File: src/rtl/rtc_index_pkg.sv
package rtc_index_pkg;
  localparam int unsigned DATA_W = 8;

  // Register indices: software depends on these positions.
  localparam logic [DATA_W-1:0] IDX_SEC  = 8'd0;
  localparam logic [DATA_W-1:0] IDX_MIN  = 8'd2;
  localparam logic [DATA_W-1:0] IDX_HOUR = 8'd4;
  localparam logic [DATA_W-1:0] IDX_DOW  = 8'd6;
  localparam logic [DATA_W-1:0] IDX_DOM  = 8'd7;
  localparam logic [DATA_W-1:0] IDX_MON  = 8'd8;
  localparam logic [DATA_W-1:0] IDX_YEAR = 8'd9;
  localparam logic [DATA_W-1:0] IDX_CTLA = 8'd10;
  localparam logic [DATA_W-1:0] IDX_CTLB = 8'd11;
  localparam logic [DATA_W-1:0] IDX_CTLC = 8'd12;

  localparam logic [6:0]        CTLA_LOW = 7'h26;
  localparam logic [DATA_W-1:0] CTLB_VAL = 8'h46;

  // Strobes from control to datapath.
  typedef struct packed {
    logic              advance;
    logic              rdFire;
    logic [DATA_W-1:0] rdIdx;
    logic              uipBit;
  } rtc_strobe_t;

  // Current time as held by the datapath.
  typedef struct packed {
    logic [DATA_W-1:0] sec;
    logic [DATA_W-1:0] min;
    logic [DATA_W-1:0] hour;
    logic [DATA_W-1:0] dow;
    logic [DATA_W-1:0] dom;
    logic [DATA_W-1:0] mon;
    logic [DATA_W-1:0] yearOff;
  } rtc_time_t;
endpackage

File: src/rtl/rtc_index_ctrl.sv
module rtc_index_ctrl
  import rtc_index_pkg::*;
(
  input  logic              clk,
  input  logic              rstN,
  input  logic              secTick,
  input  logic              periodicTick,
  input  logic              wrEn,
  input  logic              wrSel,
  input  logic [DATA_W-1:0] wrData,
  input  logic              rdEn,
  input  logic              irqClr,
  output rtc_strobe_t       strb,
  output logic              irq,
  output logic              accessErr
);
  logic [DATA_W-1:0] idxQ;
  logic              uipQ;
  logic              idxKnown;

  always_comb begin
    case (idxQ)
      IDX_SEC, IDX_MIN, IDX_HOUR, IDX_DOW, IDX_DOM, IDX_MON, IDX_YEAR,
      IDX_CTLA, IDX_CTLB, IDX_CTLC: idxKnown = 1'b1;
      default:                      idxKnown = 1'b0;
    endcase
  end

  always_ff @(posedge clk or negedge rstN) begin
    if (!rstN) begin
      idxQ      <= '0;
      uipQ      <= 1'b1;
      irq       <= 1'b0;
      accessErr <= 1'b0;
    end else begin
      if (wrEn && !wrSel) idxQ <= wrData;
      if (rdEn && idxQ == IDX_CTLA) uipQ <= ~uipQ;
      accessErr <= (wrEn && wrSel) || (rdEn && !idxKnown);
      // Clear has priority over a new periodic tick.
      if (irqClr)            irq <= 1'b0;
      else if (periodicTick) irq <= 1'b1;
    end
  end

  always_comb begin
    strb.advance = secTick;
    strb.rdFire  = rdEn;
    strb.rdIdx   = idxQ;
    strb.uipBit  = uipQ;
  end
endmodule

File: src/rtl/rtc_index_time.sv
module rtc_index_time
  import rtc_index_pkg::*;
#(
  parameter int unsigned INIT_SEC  = 0,
  parameter int unsigned INIT_MIN  = 0,
  parameter int unsigned INIT_HOUR = 0,
  parameter int unsigned INIT_DOW  = 0,
  parameter int unsigned INIT_DOM  = 1,
  parameter int unsigned INIT_MON  = 1,
  parameter int unsigned INIT_YEAR = 54
) (
  input  logic              clk,
  input  logic              rstN,
  input  rtc_strobe_t       strb,
  output logic [DATA_W-1:0] rdData,
  output rtc_time_t         snap
);
  localparam logic [DATA_W-1:0] SEC_LAST  = 8'd59;
  localparam logic [DATA_W-1:0] HOUR_LAST = 8'd23;
  localparam logic [DATA_W-1:0] DOW_LAST  = 8'd6;
  localparam logic [DATA_W-1:0] MON_LAST  = 8'd12;

  rtc_time_t         t;
  logic              leapYear;
  logic [DATA_W-1:0] monLen;
  logic              lastSec, lastMin, lastHour, lastDom, lastMon;
  logic [DATA_W-1:0] muxVal;

  function automatic logic [DATA_W-1:0] monthLength(input logic [DATA_W-1:0] m,
                                                    input logic leap);
    case (m)
      8'd2:                    monthLength = leap ? 8'd29 : 8'd28;
      8'd4, 8'd6, 8'd9, 8'd11: monthLength = 8'd30;
      default:                 monthLength = 8'd31;
    endcase
  endfunction

  // The offset base (1952) is itself a multiple of four.
  assign leapYear = (t.yearOff[1:0] == 2'b00);
  assign monLen   = monthLength(t.mon, leapYear);
  assign lastSec  = (t.sec == SEC_LAST);
  assign lastMin  = (t.min == SEC_LAST);
  assign lastHour = (t.hour == HOUR_LAST);
  assign lastDom  = (t.dom == monLen);
  assign lastMon  = (t.mon == MON_LAST);

  always_ff @(posedge clk or negedge rstN) begin
    if (!rstN) begin
      t.sec     <= 8'(INIT_SEC);
      t.min     <= 8'(INIT_MIN);
      t.hour    <= 8'(INIT_HOUR);
      t.dow     <= 8'(INIT_DOW);
      t.dom     <= 8'(INIT_DOM);
      t.mon     <= 8'(INIT_MON);
      t.yearOff <= 8'(INIT_YEAR);
    end else if (strb.advance) begin
      t.sec <= lastSec ? '0 : t.sec + 8'd1;
      if (lastSec) begin
        t.min <= lastMin ? '0 : t.min + 8'd1;
        if (lastMin) begin
          t.hour <= lastHour ? '0 : t.hour + 8'd1;
          if (lastHour) begin
            t.dow <= (t.dow == DOW_LAST) ? '0 : t.dow + 8'd1;
            t.dom <= lastDom ? 8'd1 : t.dom + 8'd1;
            if (lastDom) begin
              t.mon <= lastMon ? 8'd1 : t.mon + 8'd1;
              if (lastMon) t.yearOff <= t.yearOff + 8'd1;
            end
          end
        end
      end
    end
  end

  always_comb begin
    case (strb.rdIdx)
      IDX_SEC:  muxVal = t.sec;
      IDX_MIN:  muxVal = t.min;
      IDX_HOUR: muxVal = t.hour;
      IDX_DOW:  muxVal = t.dow;
      IDX_DOM:  muxVal = t.dom;
      IDX_MON:  muxVal = t.mon;
      IDX_YEAR: muxVal = t.yearOff;
      IDX_CTLA: muxVal = {strb.uipBit, CTLA_LOW};
      IDX_CTLB: muxVal = CTLB_VAL;
      default:  muxVal = '0;
    endcase
  end

  always_ff @(posedge clk or negedge rstN) begin
    if (!rstN)            rdData <= '0;
    else if (strb.rdFire) rdData <= muxVal;
  end

  assign snap = t;
endmodule

File: src/rtl/rtc_index_regs.sv
module rtc_index_regs
  import rtc_index_pkg::*;
#(
  parameter int unsigned INIT_SEC  = 0,
  parameter int unsigned INIT_MIN  = 0,
  parameter int unsigned INIT_HOUR = 0,
  parameter int unsigned INIT_DOW  = 0,
  parameter int unsigned INIT_DOM  = 1,
  parameter int unsigned INIT_MON  = 1,
  parameter int unsigned INIT_YEAR = 54
) (
  input  logic       clk,
  input  logic       rstN,
  input  logic       secTick,
  input  logic       periodicTick,
  input  logic       wrEn,
  input  logic       wrSel,
  input  logic [7:0] wrData,
  input  logic       rdEn,
  input  logic       irqClr,
  output logic [7:0] rdData,
  output logic       irq,
  output logic       accessErr
);
  rtc_strobe_t strb;
  rtc_time_t   snap;

  rtc_index_ctrl u_ctrl (
    .clk(clk), .rstN(rstN), .secTick(secTick), .periodicTick(periodicTick),
    .wrEn(wrEn), .wrSel(wrSel), .wrData(wrData), .rdEn(rdEn),
    .irqClr(irqClr), .strb(strb), .irq(irq), .accessErr(accessErr)
  );

  rtc_index_time #(
    .INIT_SEC(INIT_SEC), .INIT_MIN(INIT_MIN), .INIT_HOUR(INIT_HOUR),
    .INIT_DOW(INIT_DOW), .INIT_DOM(INIT_DOM), .INIT_MON(INIT_MON),
    .INIT_YEAR(INIT_YEAR)
  ) u_time (
    .clk(clk), .rstN(rstN), .strb(strb), .rdData(rdData), .snap(snap)
  );
endmodule

File: config.mk
export PLATFORM = sky130hd
export DESIGN_NAME = rtc_index_regs
export DESIGN_NICKNAME = d
export VERILOG_FILES = /design/src/rtl/rtc_index_pkg.sv /design/src/rtl/rtc_index_ctrl.sv /design/src/rtl/rtc_index_time.sv /design/src/rtl/rtc_index_regs.sv
export SDC_FILE = /design/constraint.sdc
export NUM_CORES = 1
export LEC_CHECK = 0
export ABC_AREA = 1
export BUFFER_PORTS_ARGS = -buffer_cell sky130_fd_sc_hd__buf_2
export CELL_PAD_IN_SITES_DETAIL_PLACEMENT = 0
export CELL_PAD_IN_SITES_GLOBAL_PLACEMENT = 1
export CORE_ASPECT_RATIO = 1.75
export CORE_MARGIN = 8
export CORE_UTILIZATION = 45
export CTS_CLUSTER_SIZE = 14
export DETAILED_ROUTE_END_ITERATION = 10
export PLACE_DENSITY = 0.86
export RECOVER_POWER = 50
export SETUP_SLACK_MARGIN = 0.1
export SLEW_MARGIN = 20
export SYNTH_ARGS = -nofsm -noshare
export SYNTH_HDL_FRONTEND = slang
export SYNTH_SLANG_ARGS = --single-unit
File: constraint.sdc
create_clock -name clk -period 3.3 [get_ports clk]
set_clock_uncertainty 0.15 [all_clocks]
set_input_delay 0.33 -clock clk [delete_from_list [all_inputs] [get_ports clk]]
set_output_delay 0.33 -clock clk [all_outputs]
set_load 0.02 [all_outputs]
==> metrics.md <==
| Metric | Value |
|---|---|
| Post-Synthesis Net Count | `about 600` |
| Min-delay src | `periodicTick` |
| Most frequent cells after synthesis | `nand2_1, inv_1, dfrtp_1, nor2_1, nand3_1` |
| # hold bufs at CTS | `1` |
| Die Height | `between 100 and 150 µm` |
| H-tree levels | `3` |
| Max Buffers Root-to-Sink | `2` |
| Hold EP | `u_ctrl.irq$_DFFE_PN0P_` |
| Clk slew on worst S/H paths | `around 0.06 ns` |
| GRT Util Overall | `0.1909` |
| Met3 Use GR | `0.02928` |
| Final Max Slew Viols | `76` |
| Synthesized flop and latch total | `75` |
| Antenna Nets Post-Route | `0` |
| Netlist Area Pre-Place | `4488 µm²` |
| Crit Path Class | `flip-flop to flip-flop` |
| Cell taking the most area after synthesis | `dfrtp_1` |
| Hpwl dp | `~9800 µm` |
| Cells after Synth | `585` |
| Reg2reg start | `u_time.snap[33]$_DFFE_PN0P_` |
| Postcts setup bufs | `0` |
| Post-synth EDFFs | `0` |
| Highest clock rate | `about 0.42 GHz` |
| Count leader, synth | `nand2_1` |
| Total CTS buffers | `9` |
| DR pass1 iterations | `4` |
| GR Overflow Total | `0` |
| Initial antenna violation count | `0` |
| Vias in the first global route | `approximately 4100` |
| Layout Cells excl Fill | `747` |
| Register area share after synthesis | `0.4201` |
| Critical Path Source Type | `flip-flop` |
| Failing checks | `max-capacitance violations, max-slew violations` |
| Placed Cells | `730` |
| Setup WS pre-CTS | `between 0.9 and 1 ns` |
| Fin nets | `between 600 and 700` |
| Hold path cells | `3` |
| Mux share of post-synthesis cell area | `0.01004` |
| Die X | `91.49 µm` |
| I/O Buffers | `25` |
| Post-Synth XOR/XNOR Area | `0.04293` |
| Final worst slack | `slightly below 0.9 ns` |
| Final Critical Period | `2.405 ns` |
| Setup slack, reg-to-reg | `about 0.90 ns` |
| Clock root cell | `clkbuf_16` |
| Yosys warns | `0` |
| DRT iter0 DRCs | `361` |
| Layout area overhead | `12.46%` |
| Slew @ Worst Pin | `around 1.9 ns` |
| Reg2reg path depth | `12` |
| Arrival time worst endpoint | `between 2 and 2.5 ns` |
| Prevailing post-synth register cell | `dfrtp_1` |
| Leakage power figure | `around 2.5 nW` |
| Synth Area in Simple Gates | `0.3298` |
| Final Hold Viols | `0` |
| Status | `finished, violations left` |
| # IOs | `26` |
| Routability cong. | `0.9471` |
| Worst Hold Class | `input port to flip-flop` |
| PostCTS Resize Cnt | `0` |
| Via count | `just under 4000` |
| CTS tree | `done` |
| Initial Util | `0.4585` |
| Share of post-route cells with drive strength above 1 | `0.1318` |
| Synth top area share | `0.3791` |
| Largest net degree at the start of global routing | `between 70 and 80` |
| Worst-path fanout max | `16` |
| RSZ-0062 raised after global routing | `no` |
| Final WL | `12340 µm` |
| Post-synthesis compound-gate area fraction | `0.07778` |
| Setup TNS | `0 ns` |
| Total core area | `slightly below 10000 µm²` |
| Synth cell types | `38` |
| Crit. End Element | `flip-flop` |
| Via-to-Cell Ratio | `between 5 and 6` |
| # rows | `48` |
| Final period util | `0.7288` |
| Worst R2R End | `u_time.snap[13]$_DFFE_PN0P_` |
| DRC violations left | `0` |
| Slew margin rel. | `-0.2834` |
| Critical Path RT | `about 3.4 ns` |
| # clock sinks | `75` |
| Ranking of synthesized cells by area | `dfrtp_1, nand2_1, inv_1, nand3_1, nor2_1` |
| N_diodes | `0` |
| Met2 GRT Util | `0.3541` |
| Gr busiest metal | `met2` |
| MaxCap Viol Count | `1` |
| Worst-Skew Late Latency | `0.33 ns` |
| Final setup fails | `0` |
| Synth Area in Adders | `0.03345` |
| Syn Area/Cell | `about 7.7 µm²` |
| Async SR Flop Fraction | `1.000` |
| Grt met1 use | `0.1956` |
| First-pass GRT wire length | `between 20000 and 25000 µm` |
| Main combinational cell family by area after synthesis | `simple AND/OR/NAND/NOR gates` |
| Pwr per Cell Area | `~460 nW/µm²` |
| Fillers | `950` |
| Die area | `approximately 14000 µm²` |
| Wire per inst | `roughly 17 µm` |
| Worst vdd ir | `~0.41 mV` |
==> cell families after synthesis <==
group                    Yosys count
AO/OA/AOI/OAI                     64
XOR/XNOR                          22
adder cells (fa/ha/maj)           12
buffers and inverters             96
flip-flops                        75
multiplexers                       4
AND/OR/NAND/NOR                  312
==> metrics by stage <==
step | utilization | cell area [µm²] | power [mW] | hold slack [ns]
global route | 0.5156 | 5047 | 2.403 | 0.07881
global placement | 0.4835 | 4733 | 1.302 | 0.3051
floorplan | - | 4488 | 1.221 | -0.1156
CTS | 0.5158 | 5050 | 2.322 | 0.04652
finish | 0.5156 | 5047 | 2.304 | 0.07006
detailed placement | 0.4835 | 4733 | 1.310 | 0.3186
==> sequential cells by signal, indices dropped and copies added, names as in the netlist <==
register,flops
u_time.snap,56
u_ctrl.idxQ,8
u_time.rdData,8
u_ctrl.accessErr,1
u_ctrl.irq,1
u_ctrl.uipQ,1
==> cells in the final DEF (no fill, tap or decap), types with 17 or more instances in the layout <==
cell     netlist  routed
nand4_1       18      18
nor2_1        51      51
xor2_1        19      19
inv_1         80      81
nand2_1      150     150
buf_2          1      24
nand3_1       42      42
nor3_1        17      17
dfrtp_1       68      68
a21oi_1       18      18
o21ai_0       26      26
==> critical path: stages, from the launching register on <==
cell and delay, ns:
dfrtp_1 0.41, ha_1 0.19, nand2_1 0.06, clkinv_1 0.09, nand2_1 0.07, nor2_2 0.26, nand2_2 0.18, nor2_4 0.38
inv_2 0.13, nor2_4 0.20, o21ai_1 0.09, nand2_1 0.07, inv_1 0.04
==> report_power, final <==
group / total [mW] / leakage, nW / switching [mW] / internal, mW
clock: 1.01 / 0.146 / 0.381 / 0.629
combinational: 0.240 / 1.43 / 0.160 / 0.0800
sequential: 1.05 / 0.880 / 0.0648 / 0.988
total: 2.30 / 2.46 / 0.606 / 1.70
==> worst max path at each step <==
| stage | start | to | slack (ns) | depth (start not counted) |
|---|---|---|---|---|
| after global routing | u_time.snap[33]$_DFFE_PN0P_ | u_time.snap[15]$_DFFE_PN0P_ | 0.71 | 12 |
| after global placement | u_time.snap[33]$_DFFE_PN0P_ | u_time.snap[15]$_DFFE_PN0P_ | 0.91 | 12 |
| after CTS | u_time.snap[33]$_DFFE_PN0P_ | u_time.snap[15]$_DFFE_PN0P_ | 0.93 | 12 |
| after detailed placement | u_time.snap[33]$_DFFE_PN0P_ | u_time.snap[13]$_DFFE_PN0P_ | 0.92 | 12 |
| after floorplan | u_time.snap[8]$_DFFE_PN1P_ | u_time.snap[15]$_DFFE_PN0P_ | 1.34 | 14 |
| final | u_time.snap[33]$_DFFE_PN0P_ | u_time.snap[13]$_DFFE_PN0P_ | 0.90 | 12 |
==> per-layer routing <==
metal  vias to the layer above  part of all wire  routed length [µm]
met4                         0             0.042                 517
met5                         -                 0                   0
met1                      1853              0.38                4729
li1                       1953                 -                   -
met2                        74              0.54                6701
met3                        27             0.031                 386
==> layout make-up <==
type                            count  area (µm²)  area share
Clock inverter                      3       46.29    0.009172
Tap cell                          125       156.4     0.03099
Timing Repair Buffer               26       135.1     0.02677
Inverter                           91       346.6     0.06867
Clock buffer                       13       260.3     0.05156
Multi-Input combinational cell    414        2217      0.4393
Sequential cell                    75        1886      0.3736
No activity file was read; power rests on OpenSTA's default activity.
